--- src/rtl/pipe_bank_pkg.sv ---
package pipe_bank_pkg;

    // Largest number of fields the packed parameter vectors can describe
    localparam int unsigned MAX_FIELDS = 16;
    localparam int unsigned WSLOT_W    = 8;
    localparam int unsigned BSLOT_W    = 32;
    localparam int unsigned WVEC_W     = MAX_FIELDS * WSLOT_W;
    localparam int unsigned BVEC_W     = MAX_FIELDS * BSLOT_W;

    // What the stage does at the next edge
    typedef enum logic [1:0] {
        ACT_LOAD  = 2'd0,
        ACT_HOLD  = 2'd1,
        ACT_FLUSH = 2'd2
    } act_e;

    function automatic int unsigned field_width(logic [WVEC_W-1:0] ws, int unsigned idx);
        return 32'(ws[idx*WSLOT_W +: WSLOT_W]);
    endfunction

    function automatic int unsigned field_offset(logic [WVEC_W-1:0] ws, int unsigned idx);
        int unsigned acc;
        acc = 0;
        for (int unsigned i = 0; i < MAX_FIELDS; i++) begin
            if (i < idx) acc += field_width(ws, i);
        end
        return acc;
    endfunction

    function automatic int unsigned sum_widths(logic [WVEC_W-1:0] ws, int unsigned n);
        return field_offset(ws, n);
    endfunction

endpackage

--- src/rtl/pipe_ctrl.sv ---
module pipe_ctrl
    import pipe_bank_pkg::*;
(
    input  logic rst_i,
    input  logic stall_i,
    input  logic bubble_i,
    output act_e act_o
);

    // Reset and flush share one action; flush outranks hold
    always_comb begin
        if (rst_i || bubble_i) begin
            act_o = ACT_FLUSH;
        end else if (stall_i) begin
            act_o = ACT_HOLD;
        end else begin
            act_o = ACT_LOAD;
        end
    end

endmodule

--- src/rtl/pipe_field.sv ---
module pipe_field
    import pipe_bank_pkg::*;
#(
    parameter int unsigned W      = 8,
    parameter logic [31:0] BUBBLE = 32'd0
) (
    input  act_e         act_i,
    input  logic [W-1:0] d_i,
    input  logic [W-1:0] q_i,
    output logic [W-1:0] nxt_o
);

    localparam logic [W-1:0] FLUSH_VAL = BUBBLE[W-1:0];

    always_comb begin
        case (act_i)
            ACT_LOAD:  nxt_o = d_i;
            ACT_HOLD:  nxt_o = q_i;
            ACT_FLUSH: nxt_o = FLUSH_VAL;
            default:   nxt_o = FLUSH_VAL;
        endcase
    end

endmodule

--- src/rtl/pipe_stage_bank.sv ---
module pipe_stage_bank
    import pipe_bank_pkg::*;
#(
    parameter int unsigned NUM_FIELDS = 3,
    // Field i width in bits [8i+7:8i]
    parameter logic [WVEC_W-1:0] FIELD_W = WVEC_W'({8'd8, 8'd5, 8'd3}),
    // Field i flush constant in bits [32i+31:32i]
    parameter logic [BVEC_W-1:0] FIELD_BUBBLE = BVEC_W'({32'hA5, 32'd0, 32'd2}),
    localparam int unsigned TOTAL_W = sum_widths(FIELD_W, NUM_FIELDS)
) (
    input  logic               clk,
    input  logic               rst,
    input  logic               stall_i,
    input  logic               bubble_i,
    input  logic [TOTAL_W-1:0] fields_i,
    output logic [TOTAL_W-1:0] fields_o
);

    function automatic logic [TOTAL_W-1:0] build_bubble_vec();
        logic [TOTAL_W-1:0] v;
        v = '0;
        for (int unsigned f = 0; f < NUM_FIELDS; f++) begin
            for (int unsigned b = 0; b < 32; b++) begin
                if (b < field_width(FIELD_W, f)) begin
                    v[field_offset(FIELD_W, f) + b] = FIELD_BUBBLE[f*BSLOT_W + b];
                end
            end
        end
        return v;
    endfunction

    localparam logic [TOTAL_W-1:0] BUBBLE_VEC = build_bubble_vec();

    typedef struct packed {
        logic [TOTAL_W-1:0] data;
    } state_t;

    state_t             state_d;
    state_t             state_q;
    act_e               act;
    logic [TOTAL_W-1:0] nxt_bus;

    pipe_ctrl u_ctrl (
        .rst_i    (rst),
        .stall_i  (stall_i),
        .bubble_i (bubble_i),
        .act_o    (act)
    );

    for (genvar f = 0; f < NUM_FIELDS; f++) begin : g_field
        localparam int unsigned FW  = field_width(FIELD_W, f);
        localparam int unsigned OFF = field_offset(FIELD_W, f);

        pipe_field #(
            .W      (FW),
            .BUBBLE (FIELD_BUBBLE[f*BSLOT_W +: BSLOT_W])
        ) u_field (
            .act_i (act),
            .d_i   (fields_i[OFF +: FW]),
            .q_i   (state_q.data[OFF +: FW]),
            .nxt_o (nxt_bus[OFF +: FW])
        );
    end

    always_comb begin
        state_d      = state_q;
        state_d.data = nxt_bus;
    end

    always_ff @(posedge clk) begin
        state_q <= state_d;
    end

    assign fields_o = state_q.data;

endmodule

--- config.mk ---
export PLATFORM = sky130hd
export DESIGN_NAME = pipe_stage_bank
export DESIGN_NICKNAME = d
export VERILOG_FILES = /design/src/rtl/pipe_bank_pkg.sv /design/src/rtl/pipe_ctrl.sv /design/src/rtl/pipe_field.sv /design/src/rtl/pipe_stage_bank.sv
export SDC_FILE = /design/constraint.sdc
export NUM_CORES = 1
export LEC_CHECK = 0
export ABC_AREA = 1
export CORE_UTILIZATION = 33
export CTS_CLUSTER_SIZE = 20
export DETAILED_ROUTE_END_ITERATION = 16
export PLACE_DENSITY_LB_ADDON = 0.05
export SYNTH_ARGS = -nofsm -noshare
export SYNTH_HDL_FRONTEND = slang
export SYNTH_SLANG_ARGS = --single-unit
--- constraint.sdc ---
create_clock -name clk -period 1.2 [get_ports clk]
set_clock_uncertainty 0.05 [all_clocks]
set_input_delay 0.36 -clock clk [delete_from_list [all_inputs] [get_ports clk]]
set_output_delay 0.36 -clock clk [all_outputs]
set_load 0.005 [all_outputs]
# Word-level counts from Yosys, hierarchy flattened

Index checks and enable logic that the tools add are counted.

RAM bits: 0
Latch bits: 0
Bits of input ports: 20
ROM bits: 0
Logic and storage cells: 9
Output and inout bits: 16
Memories: 0
Register bits: 16

$add $sub $neg: 0
$lt $le $gt $ge: 0
Shift operators: 0
Bitwise operators: 0
Reductions and logical operators: 2
Multiply operators: 0
Muxes and demuxes: 5
Divide/modulo/power cells: 0
Eq/ne operators: 1

Operator list:

| cell                                                                   | count |
|---|---|
| 8-bit case mux with 2 select lines                                     | 1 |
| 5-bit case mux with 2 select lines                                     | 1 |
| 3-bit case mux with 2 select lines                                     | 1 |
| 2-bit by 1-bit equality test with 1-bit output (second input constant) | 1 |
| 2-bit logical NOT                                                      | 1 |
| 2-bit 2-to-1 mux                                                       | 1 |
| 1-bit logical OR                                                       | 1 |
| 1-bit 2-to-1 mux                                                       | 1 |

# Longest topological paths before layout

Depth after elaboration: 4
Gate-level depth with buffers: 4
Mapped depth without buffers: 3

# Cells and area by module

A second synthesis with hierarchy kept.

Cells, all modules: 77
Area, all modules: 623.1 um^2

Modules (own cells, without submodules):

| module                          | cells each | seq. area each (um^2) | area each (um^2) | instances |
|---|---|---|---|---|
| pipe_stage_bank                 | 16         | 320.3                 | 320.3            | 1 |
| pipe_field (g_field[2].u_field) | 28         | 0.0                   | 152.6            | 1 |
| pipe_field (g_field[1].u_field) | 17         | 0.0                   | 77.6             | 1 |
| pipe_field (g_field[0].u_field) | 11         | 0.0                   | 48.8             | 1 |
| pipe_ctrl                       | 5          | 0.0                   | 23.8             | 1 |

# Worst setup path before layout

OpenSTA, ideal clock, no wires.

Path kind: input to register
Start: input bubble_i
End: register state_q, in the netlist fields_o[0] (enable)
Path buffers: 0
Data arrival time: 821 ps
Stages: 2
Setup slack: -33 ps
Data required time: 788 ps
Cells stage by stage: nor2_4 > nand2_1

Longest elaborated chain between the ends: 3

RTL lines:

| element                                        | RTL line              | RTL |
|---|---|---|
| start, declared                                | pipe_stage_bank.sv:14 | `input logic bubble_i,` |
| 1-bit logical OR                               | pipe_ctrl.sv:12       | `if (rst_i \|\| bubble_i) begin` |
| 2-bit 2-to-1 mux                               | pipe_ctrl.sv:12       |  |
| 2-bit by 1-bit equality test with 1-bit output | pipe_field.sv:16      | `case (act_i)` |
| end signal, assigned                           | pipe_stage_bank.sv:71 | `state_q <= state_d;` |
| end, declared                                  | pipe_stage_bank.sv:39 | `state_t state_q;` |

Every way passes these cells.
A chain may end at the register's enable or synchronous reset.

# Worst setup path in the final report

Start: register state_q, in the netlist fields_o[2]
End: output fields_o[2]

RTL lines:

| element       | RTL line              | RTL |
|---|---|---|
| end, declared | pipe_stage_bank.sv:16 | `output logic [TOTAL_W-1:0] fields_o` |

No word-level cell between the ends.

==> flow_metrics.py <==
metrics = {
    "floorplanning": {
        "start_util": 0.370,
        "num_rows": 15,
        "io_pins": 36,
        "core_sq_um": 1800,
        "die-area_sq_um": 2200,
        "die_w_um": 47.0,
        "die_y_um": 47.0,
    },
    "cells_and_area": {
        "fillers": 178,
        "final_cell_mix": "edfxtp_1 (16), clkdlybuf4s50_1 (16), buf_2 (16)",
        "fin_util": 0.592,
        "fin_nets": 112,
        "drive_above_1_share": 0.411,
        "final_cells": 115,
        "largest_reg_flops": 16,
        "syn_to_final_growth_pct": 59.8,
        "diodes": 0,
    },
    "placed_design": {
        "post-place-cells": 112,
        "dp_hpwl_mm": 1.05,
        "gp_congestion": 0.656,
        "io_buffers": 35,
    },
    "routing": {
        "wl_met2_um": 770,
        "wl_per_cell_um": 11.5,
        "drt_iter0_markers": 3,
        "num_vias": 484,
        "wl_met3_um": 84,
        "via_per_inst": 4.21,
        "wl_met1_um": 470,
        "drt_pass1_iterations": 4,
        "remaining_drc_errors": 0,
        "finalWirelength_mm": 1.33,
        "dr.max_layer_used": "met3",
        "ant_nets": 0,
    },
    "clock_network": {
        "clkTransAtPathRegs_ns": 0.09,
        "cts_tree": "done",
        "cts_buffers": 3,
        "root_buffer": "clkbuf_4",
        "clockBufferDepth": 2,
        "cts.sinks": 16,
        "htree_num_levels": 1,
        "post_cts_buffers": 0,
    },
    "sta": {
        "rsz0062_at_grt": "true",
        "relSlewSlack": 0.894,
        "worstMarginPinSlew_ns": 0.159,
        "period_share": 0.998,
        "slew_viol_final": 0,
        "fmax_mhz": 835,
        "hold_viol": 0,
        "final.min_clock_period_ns": 1.20,
        "setup_viol": 0,
    },
    "synth": {
        "synth_warnings": 0,
        "syn-num-nets": 68,
        "syn_area_sq_um": 667,
        "synth-seq-cells": 16,
        "yosysSeqAreaShare": 0.720,
        "synthTopCellsByArea": "edfxtp_1 (72%), nor2_2 (8.4%), inv_1 (6.8%)",
        "synth.largest_area_cell": "edfxtp_1",
        "synthCells": 48,
        "yosysTopAreaCellShare": 0.720,
        "synthDistinctLibCells": 9,
        "synth_area_per_cell_sq_um": 13.9,
    },
    "outcome": {
        "status": "complete, no violations",
    },
    "worst_hold_path": {
        "min_path_type": "input pin to flop",
    },
    "grt": {
        "grt_pass1_wl_mm": 2.30,
        "grt_max_degree": 12,
        "antenna_found_initial": 0,
        "track_usage": 0.151,
        "grt_pass1_vias": 526,
        "overflow": 0,
    },
    "worst_setup_path": {
        "cp-end-kind": "output port",
        "setup.worst_path.start_class": "flop",
        "crit_arrival_ns": 0.79,
        "cp_cell_sequence": "buf_2",
        "worstSetupEndpoint": "fields_o[2]",
        "critPathSlowestCell": "edfxtp_1",
        "slowest_delay_ns": 0.38,
        "worst-path-buf-inv": 1,
        "critPathMaxFanout": 1,
        "required_ns": 0.79,
        "crit_type": "flop to output port",
        "startpoint": "fields_o[2]",
        "crit_cells": 1,
        "cp_top_family": "flip-flops",
    },
    "power": {
        "peakVddDrop_v": 0.000553,
        "p_per_area_nw_per_um2": 1030,
        "leakage_nw": 0.486,
    },
    "job": {
        "maxCapViolations": 0,
    },
}
-- synthesized netlist by cell type --
cell and number:
edfxtp_1 16, nand2_1 1, nor2_4 2, nand2_2 1
buf_6 1, nor2_1 1, nand3b_1 5, inv_1 12
nor2_2 9
-- what timing repair did --
item	4_1_cts	5_1_grt
pin swaps	1	1
hold buffers	0	0
setup endpoints to repair	36	47
endpoints found under the hold margin	0	0
gates resized for setup	66	2
-- routing by layer --
layer,track usage,vias to the layer above
met5,0,-
met4,0.0514,0
met3,0.0346,0
met2,0.283,18
met1,0.167,227
li1,-,239
-- kinds of logic after synthesis --
logic type             after synthesis  share of synthesized area
DFF                                 16                      0.720
and+or+nand+nor                     19                      0.195
buffers and inverters               13                     0.0844
-- worst min path at each step --
stage,cells past startpoint,to,start,slack [ns]
2_1_floorplan,1,fields_o[10],fields_i[10],0.49
3_3_place_gp,3,fields_o[9],fields_i[9],0.96
3_5_place_dp,2,fields_o[13],fields_i[13],0.96
4_1_cts,4,fields_o[13],rst,0.61
5_1_grt,4,fields_o[13],bubble_i,0.55
6_report,4,fields_o[13],bubble_i,0.52
-- stage by stage --
stage          area, sq um  power, mW  hold WS [ns]  setup slack, ns  TNS (ns)
2_1_floorplan          669      0.716         0.493            0.126         0
3_3_place_gp          1110      0.867         0.959           -0.309     -9.64
3_5_place_dp          1110      0.873         0.956           -0.324    -10.07
4_1_cts               1060       1.12         0.614          -0.0189    -0.223
5_1_grt               1070       1.14         0.545          -0.0394    -0.400
6_report              1070       1.10         0.523          0.00205         0
-- final cells by class --
class / instances / area (sq um) / share of cell area
clock buffer: 3 / 22.5 / 0.0211
inverter: 12 / 45.0 / 0.0423
multi-input combinational: 19 / 138 / 0.129
sequential: 16 / 480 / 0.451
tap: 25 / 31.3 / 0.0293
timing repair buffer: 40 / 349 / 0.327
-- power by group --
part | switching [mW] | leakage [nW] | internal (mW)
Clock | 0.157 | 0.0138 | 0.116
Combinational | 0.0654 | 0.302 | 0.104
Sequential | 0.00737 | 0.170 | 0.648
Total | 0.229 | 0.486 | 0.868
No activity file was read; power rests on OpenSTA's default activity.
